### config.mk
export PLATFORM = sky130hd
export DESIGN_NAME = reimg_ctl
export DESIGN_NICKNAME = d
export VERILOG_FILES = /design/src/rtl/reimg_ctl.sv
export SDC_FILE = /design/constraint.sdc
export NUM_CORES = 1
export LEC_CHECK = 0
export BUFFER_PORTS_ARGS = -buffer_cell sky130_fd_sc_hd__buf_4
export CORE_ASPECT_RATIO = 0.8
export CORE_MARGIN = 3
export CORE_UTILIZATION = 45
export CTS_CLUSTER_DIAMETER = 200
export CTS_CLUSTER_SIZE = 14
export DETAILED_ROUTE_END_ITERATION = 6
export HOLD_SLACK_MARGIN = 0.1
export PLACE_DENSITY_LB_ADDON = 0.2
export SLEW_MARGIN = 20
export SYNTH_ARGS = -nofsm -noshare
export SYNTH_HDL_FRONTEND = slang
export SYNTH_SLANG_ARGS = --single-unit
### constraint.sdc
create_clock -name clk -period 2.45 [get_ports clk]
set_input_delay 0.1225 -clock clk [delete_from_list [all_inputs] [get_ports clk]]
set_output_delay 0.1225 -clock clk [all_outputs]
set_load 0.01 [all_outputs]
### src/rtl/reimg_ctl.sv
module reimg_ctl #(
  parameter int WD_LIMIT    = 1000000,
  parameter int BUSY_CYCLES = 8,
  parameter int TRIG_DELAY  = 16
) (
  input  logic        clk,
  input  logic        rst,
  input  logic        wd_en,
  input  logic [2:0]  addr,
  input  logic        wr,
  input  logic        rd,
  input  logic [31:0] wdata,
  output logic [31:0] rdata,
  output logic        reconf_req,
  output logic        boot_img,
  output logic        wd_timeout
);
  localparam int WDW = $clog2(WD_LIMIT + 1);
  localparam int BW  = $clog2(BUSY_CYCLES + 1);
  localparam int DW  = $clog2(TRIG_DELAY + 1);
  localparam logic [WDW-1:0] WD_LAST = WDW'(WD_LIMIT - 1);

  logic [WDW-1:0] wd_cnt;
  logic [BW-1:0]  busy_cnt;
  logic [DW-1:0]  dly_cnt;
  logic           pending, dropped;

  wire wr_ctl = wr && addr == 3'd0;
  wire trig   = wr_ctl && wdata[0];
  wire clr    = wr_ctl && wdata[1];
  wire wr_sel = wr && addr == 3'd1;
  wire busy   = (busy_cnt != '0) || pending;
  wire expire = wd_en && !pending && !clr && wd_cnt == WD_LAST;

  logic [31:0] rd_mux;
  always_comb begin
    rd_mux = '0;
    case (addr)
      3'd1: rd_mux = {31'd0, boot_img};
      3'd3: rd_mux = {30'd0, dropped, busy};
      default: rd_mux = '0;
    endcase
  end

  always_ff @(posedge clk) begin
    if (rst) begin
      wd_cnt     <= '0;
      busy_cnt   <= '0;
      dly_cnt    <= '0;
      pending    <= 1'b0;
      dropped    <= 1'b0;
      boot_img   <= 1'b0;
      reconf_req <= 1'b0;
      wd_timeout <= 1'b0;
      rdata      <= '0;
    end else begin
      reconf_req <= 1'b0;
      wd_timeout <= 1'b0;
      rdata      <= rd ? rd_mux : '0;

      if (wr_sel) begin
        busy_cnt <= BW'(BUSY_CYCLES);
        if (wdata == 32'd1)      boot_img <= 1'b0;
        else if (wdata == 32'd3) boot_img <= 1'b1;
      end else if (busy_cnt != '0) begin
        busy_cnt <= busy_cnt - 1'b1;
      end

      if (expire) begin
        boot_img   <= 1'b1;
        wd_timeout <= 1'b1;
        pending    <= 1'b1;
        dly_cnt    <= DW'(TRIG_DELAY);
      end else if (trig && !busy) begin
        pending <= 1'b1;
        dly_cnt <= DW'(TRIG_DELAY);
      end else if (pending) begin
        if (dly_cnt == '0) begin
          pending    <= 1'b0;
          reconf_req <= 1'b1;
        end else begin
          dly_cnt <= dly_cnt - 1'b1;
        end
      end

      if (clr || expire)            wd_cnt <= '0;
      else if (wd_en && !pending)   wd_cnt <= wd_cnt + 1'b1;

      if (trig && busy && !expire)        dropped <= 1'b1;
      else if (rd && addr == 3'd3)        dropped <= 1'b0;
    end
  end

  AST_REQ_ONE_CYCLE: assert property (@(posedge clk) disable iff (rst)
    reconf_req |=> !reconf_req);
  AST_REQ_AFTER_WAIT: assert property (@(posedge clk) disable iff (rst)
    $rose(reconf_req) |-> $past(busy));
  AST_TIMEOUT_FACTORY: assert property (@(posedge clk) disable iff (rst)
    wd_timeout |-> boot_img);
  AST_TIMEOUT_NEEDS_EN: assert property (@(posedge clk) disable iff (rst)
    wd_timeout |-> $past(wd_en));
  AST_BUSY_DROP: assert property (@(posedge clk) disable iff (rst)
    (trig && busy && !expire) |=> dropped);
  AST_CLEAR_WINS: assert property (@(posedge clk) disable iff (rst)
    clr |=> !wd_timeout);
  AST_READ_IDLE: assert property (@(posedge clk) disable iff (rst)
    !rd |=> rdata == 32'd0);
endmodule

Yosys cells after proc, flatten, opt, wreduce, memory -nomap -nowiden --
Index checks and enable logic that the tools add are counted.
Word-level totals: bits in registers 66, bits of input ports 40, output and inout bits 35, logic and storage cells 75
Cells by class: add/subtract/negate cells 3, equality and inequality tests 6, multiplexer cells 19, bitwise gates (word level) 3, reduce and logical (&&, ||, !) cells 33
Operators with widths (number):
- 32-bit by 1-bit == test with 1-bit output (second input constant) | 1
- 32-bit by 2-bit == test with 1-bit output (second input constant) | 1
- 20-bit by 1-bit adder with 20-bit output (second input constant) | 1
- 20-bit == test (second input constant) | 1
- 5-bit 2-to-1 mux | 4
- 1-bit 2-to-1 mux | 12
- 1-bit logical AND | 11
- 4-bit 2-to-1 mux | 2
- 2-bit AND reduction | 3
- 2-bit nonzero test | 3
- 3-bit nonzero test | 2
- 2-bit OR reduction | 3
- 5-bit logical NOT | 1
- 5-bit by 1-bit subtractor with 5-bit output (second input constant) | 1
- 1-bit logical NOT | 4
- 2-bit one-hot mux with 2 select lines | 1
- 4-bit nonzero test | 1
- 4-bit OR reduction | 1
- 4-bit by 1-bit subtractor with 4-bit output (second input constant) | 1
- 3-bit by 1-bit == test with 1-bit output (second input constant) | 1
- 3-bit by 2-bit == test with 1-bit output (second input constant) | 1
- 3-bit logical NOT | 1
- 3-bit != test (second input constant) | 1
- 1-bit NOT | 3
- other kinds (2) | 3

Logic depth before layout (Yosys ltp) --
depth after elaboration 9, mapped depth 7, gate-level depth less buffers 7

Worst setup path after synthesis --
No wires, ideal clock.
path type register -> register, from register wd_cnt[7], to register wd_cnt[13], setup time 0.114 ns, arrival time 1.626 ns, required time 2.336 ns, setup slack 0.710 ns, cell stages (with the launch flop) 7, buffers on the path 1, clock period less this slack 1.740 ns, cell sequence dfxtp_1 or4_4 nor4_4 nand4_4 nand3b_4 buf_8 nor2_1
Between the ends: word-level cells in the longest chain between the ends 4, elaborated cells between the ends (all ways) 5, classes of those cells 1 x add/sub; 1 x eq/ne; 3 x reduce/logical
RTL lines:
- from (decl) | RTL line 23 | logic [WDW-1:0] wd_cnt;
- from (signal assigned) | RTL line 87 | else if (wd_en && !pending) wd_cnt <= wd_cnt + 1'b1;
- branches (longest 4 deep; another with 20-bit by 1-bit adder with 20-bit output)
Several ways; the timed one is not identified. A chain may end at the register's enable or synchronous reset.

Worst setup path in the final report --
from register wd_cnt[7], to register wd_cnt[0]
Between the ends: word-level cells in the longest chain between the ends 4
RTL lines:
- 20-bit == test | RTL line 33 | wire expire = wd_en && !pending && !clr && wd_cnt == WD_LAST;
- 1-bit logical AND | RTL line 33
- 1-bit logical OR | RTL line 86 | if (clr || expire) wd_cnt <= '0;
- 2-bit OR reduction (no source line)
No other way between the ends.

==> flow_metrics.env <==
export IMPL_syn_area_per_cell_sq_um=8.87
export IMPL_yosys_area_share_simple_pct=31.3
export IMPL_ys_ff_latch=36
export IMPL_grt_overflow_total=0
export IMPL_ys_types=39
export IMPL_layout_cells_non_filler=329
export IMPL_synth_mux_area_share_pct=1.02
export IMPL_clock_sinks=36
export IMPL_nFillCells=393
export IMPL_wl_met1_um=1850
export IMPL_path_max_fanout=19
export IMPL_hold_depth=2
export IMPL_viasPerCell=4.81
export IMPL_synth_edff_count=0
export IMPL_core_area_sq_mm=0.00400
export IMPL_cts_buffers=5
export IMPL_maxCapViolations=0
export IMPL_slew_viol_final=0
export IMPL_drc=0
export IMPL_synth_compound_area_share_pct=4.00
export IMPL_drive_gt1_share_pct=22.6
export IMPL_insertion_delay_ns=0.29
export IMPL_setup_viol=0
export IMPL_antenna_found_initial=0
export IMPL_vias=1582
export IMPL_portBuffers=44
export IMPL_ys_seq_area_share_pct=36.6
export IMPL_cts_resized=0
export IMPL_timing_hold_ws_ns=0.107
export IMPL_synth_fa_ha_area_share_pct=2.54
export IMPL_track_usage_pct=15.4
export IMPL_max_slew_margin_pct=51.6
export IMPL_ys_flop_type="dfxtp_1"
export IMPL_wl_per_cell_um=11.2
export IMPL_reg2regPathDepth=5
export IMPL_p_per_area_mw_per_mm2=576
export IMPL_grt_max_degree=20
export IMPL_syn_cell_area_sq_mm=0.00197
export IMPL_io_pins=75
export IMPL_p_leak_uw=0.000991
export IMPL_dp_cells=319
export IMPL_die_w_um=80.0
export IMPL_critPathRequiredTime_ns=2.63
export IMPL_hold_viol_final=0
export IMPL_cts_tree="built"
export IMPL_fin_nets=317
export IMPL_diodes=0
export IMPL_highest_layer="met4"
export IMPL_period_share_pct=74.3
export IMPL_regArea_sq_um=721
export IMPL_setup_tns_ns=0
export IMPL_yosys_warnings=0
export IMPL_die_area_sq_mm=0.00521
export IMPL_ant_nets=0
export IMPL_end_kind="register"
export IMPL_ys_async_sr_fraction_pct=0
export IMPL_dieHeight_um=65.2
export IMPL_fin_util_pct=58.8
export IMPL_fp_row_count=20
export IMPL_fin_skew_ns=0.00520
export IMPL_syn_inst=222
export IMPL_min_period_ns=1.82
export IMPL_place_hpwl_um=2920
export IMPL_initial_core_util_pct=49.2
export IMPL_root_buffer="clkbuf_8"
export IMPL_multi_input_area_sq_mm=0.00108
export IMPL_dr_pass1_iters=4
export IMPL_grt_pass1_wl_um=6180
export IMPL_htree_levels=2
export IMPL_crit_arrival_ns=2.00
export IMPL_p_total_uw=1360
export IMPL_status="completed"
export IMPL_rsz0062_at_grt="no"
export IMPL_hold_path_class="input pin to register"
export IMPL_wl_met3_um=318
export IMPL_met2_length_um=1460
export IMPL_initialDrtViolationCount=84
export IMPL_synthXorXnorAreaFrac_pct=10.2
export IMPL_syn_to_final_growth_pct=19.6
export IMPL_max_freq_mhz=550
export IMPL_synth_top_family_by_area="simple AND/OR/NAND/NOR gates"
export IMPL_crit_type="register to register"
export IMPL_place_congestion=0.786
export IMPL_max_vdd_ir_drop_v=0.000327
export IMPL_grt_pass1_vias=1407
export IMPL_clk_path_buf_depth=2
export IMPL_worstMarginPinSlew_ns=0.717
export IMPL_path_clk_slew_ns=0.07
export IMPL_startpoint_type="register"
export IMPL_wirelength_um=3690
-- cells in the mapped netlist, types with 2 or more instances --
master	count	share of area [%]
buf_4	30	11
a31oi_1	2	0.64
ha_1	4	2.5
clkbuf_1	2	0.38
nor2_1	35	6.7
nor3_1	9	2.3
nand4_1	6	1.9
xnor2_1	7	3.1
xor2_1	16	7.1
a211oi_1	2	0.76
or2_2	2	0.64
nand3_1	10	2.5
nor2b_1	2	0.64
mux2i_1	2	1.0
nand3b_1	3	1.1
nand2_1	9	1.7
dfxtp_1	36	37
nand4b_1	2	0.89
a2111oi_0	2	0.89
inv_1	8	1.5
and3_1	2	0.64
nor4_1	7	2.2
a21oi_1	4	1.0
and4_1	5	2.2
-- power breakdown --
part           total, uW  switching [uW]  internal (uW)
sequential           650            29.4            620
combinational        275             138            137
clock                433             204            229
-- per-stage QoR --
stage | setup WS [ns] | cell area, sq um
2_1_floorplan | 0.710 | 2080
3_3_place_gp | 0.637 | 2240
3_5_place_dp | 0.625 | 2240
4_1_cts | 0.622 | 2350
5_1_grt | 0.446 | 2350
6_report | 0.630 | 2350
-- critical path: stages (launching register included) --
cell and delay, ns:
dfxtp_1 0.34, or4_4 0.55, nor4_4 0.29, nand4_4 0.20
nand3b_4 0.25, nor2_1 0.08
-- worst paths after layout --
kind / slack (ns) / end / startpoint
max: 0.63 / wd_cnt[0]$_SDFFE_PP0P_ / wd_cnt[7]$_SDFFE_PP0P_
min: 0.11 / dropped$_SDFFE_PP0P_ / rst
max reg2reg: 0.63 / wd_cnt[0]$_SDFFE_PP0P_ / wd_cnt[7]$_SDFFE_PP0P_
min reg2reg: 0.44 / rdata[1]$_SDFF_PP0_ / dropped$_SDFFE_PP0P_
-- kinds of logic after synthesis --
family	after synthesis
AOI/OAI and AO/OA	12
xor gates and xnor gates	23
adders and majority gates	4
buffers and inverters	41
DFF	36
muxes	2
other	1
and+or+nand+nor	103
-- placed cells by master, fill, tap and decap left out, types with 7 or more instances in the layout --
cell type and count:
nor4_1 7, xor2_1 16, nand3_1 10, buf_4 46
conb_1 30, inv_1 8, nor3_1 9, nand2_1 9
dfxtp_1 36, nor2_1 35, xnor2_1 7
-- cell type report --
cell class / count / share of cell area, %
multi-input combinational: 174 / 45.9
sequential: 36 / 30.6
timing repair buffer: 48 / 15.5
clock buffer: 8 / 3.83
tap: 55 / 2.92
inverter: 8 / 1.28
-- state kept, by name, summed over array words and instances, names as in the netlist --
| register | count |
|---|---|
| dly_cnt | 5 |
| busy_cnt | 4 |
| pending | 1 |
| dropped | 1 |
| reconf_req | 1 |
| boot_img | 1 |
| rdata | 2 |
| wd_timeout | 1 |
| wd_cnt | 20 |
-- routing by layer --
metal | global-route usage, % | vias up
met2 | 21.7 | 72
met4 | 6.33 | 0
met5 | 0 | -
met3 | 4.66 | 6
li1 | - | 815
met1 | 21.7 | 689
-- what timing repair did --
item                                   CTS  global route
buffers inserted                         0             0
hold buffers                             2             0
setup endpoints to repair                0             0
endpoints found under the hold margin    3             0
Power figures use the tool's default switching activity.
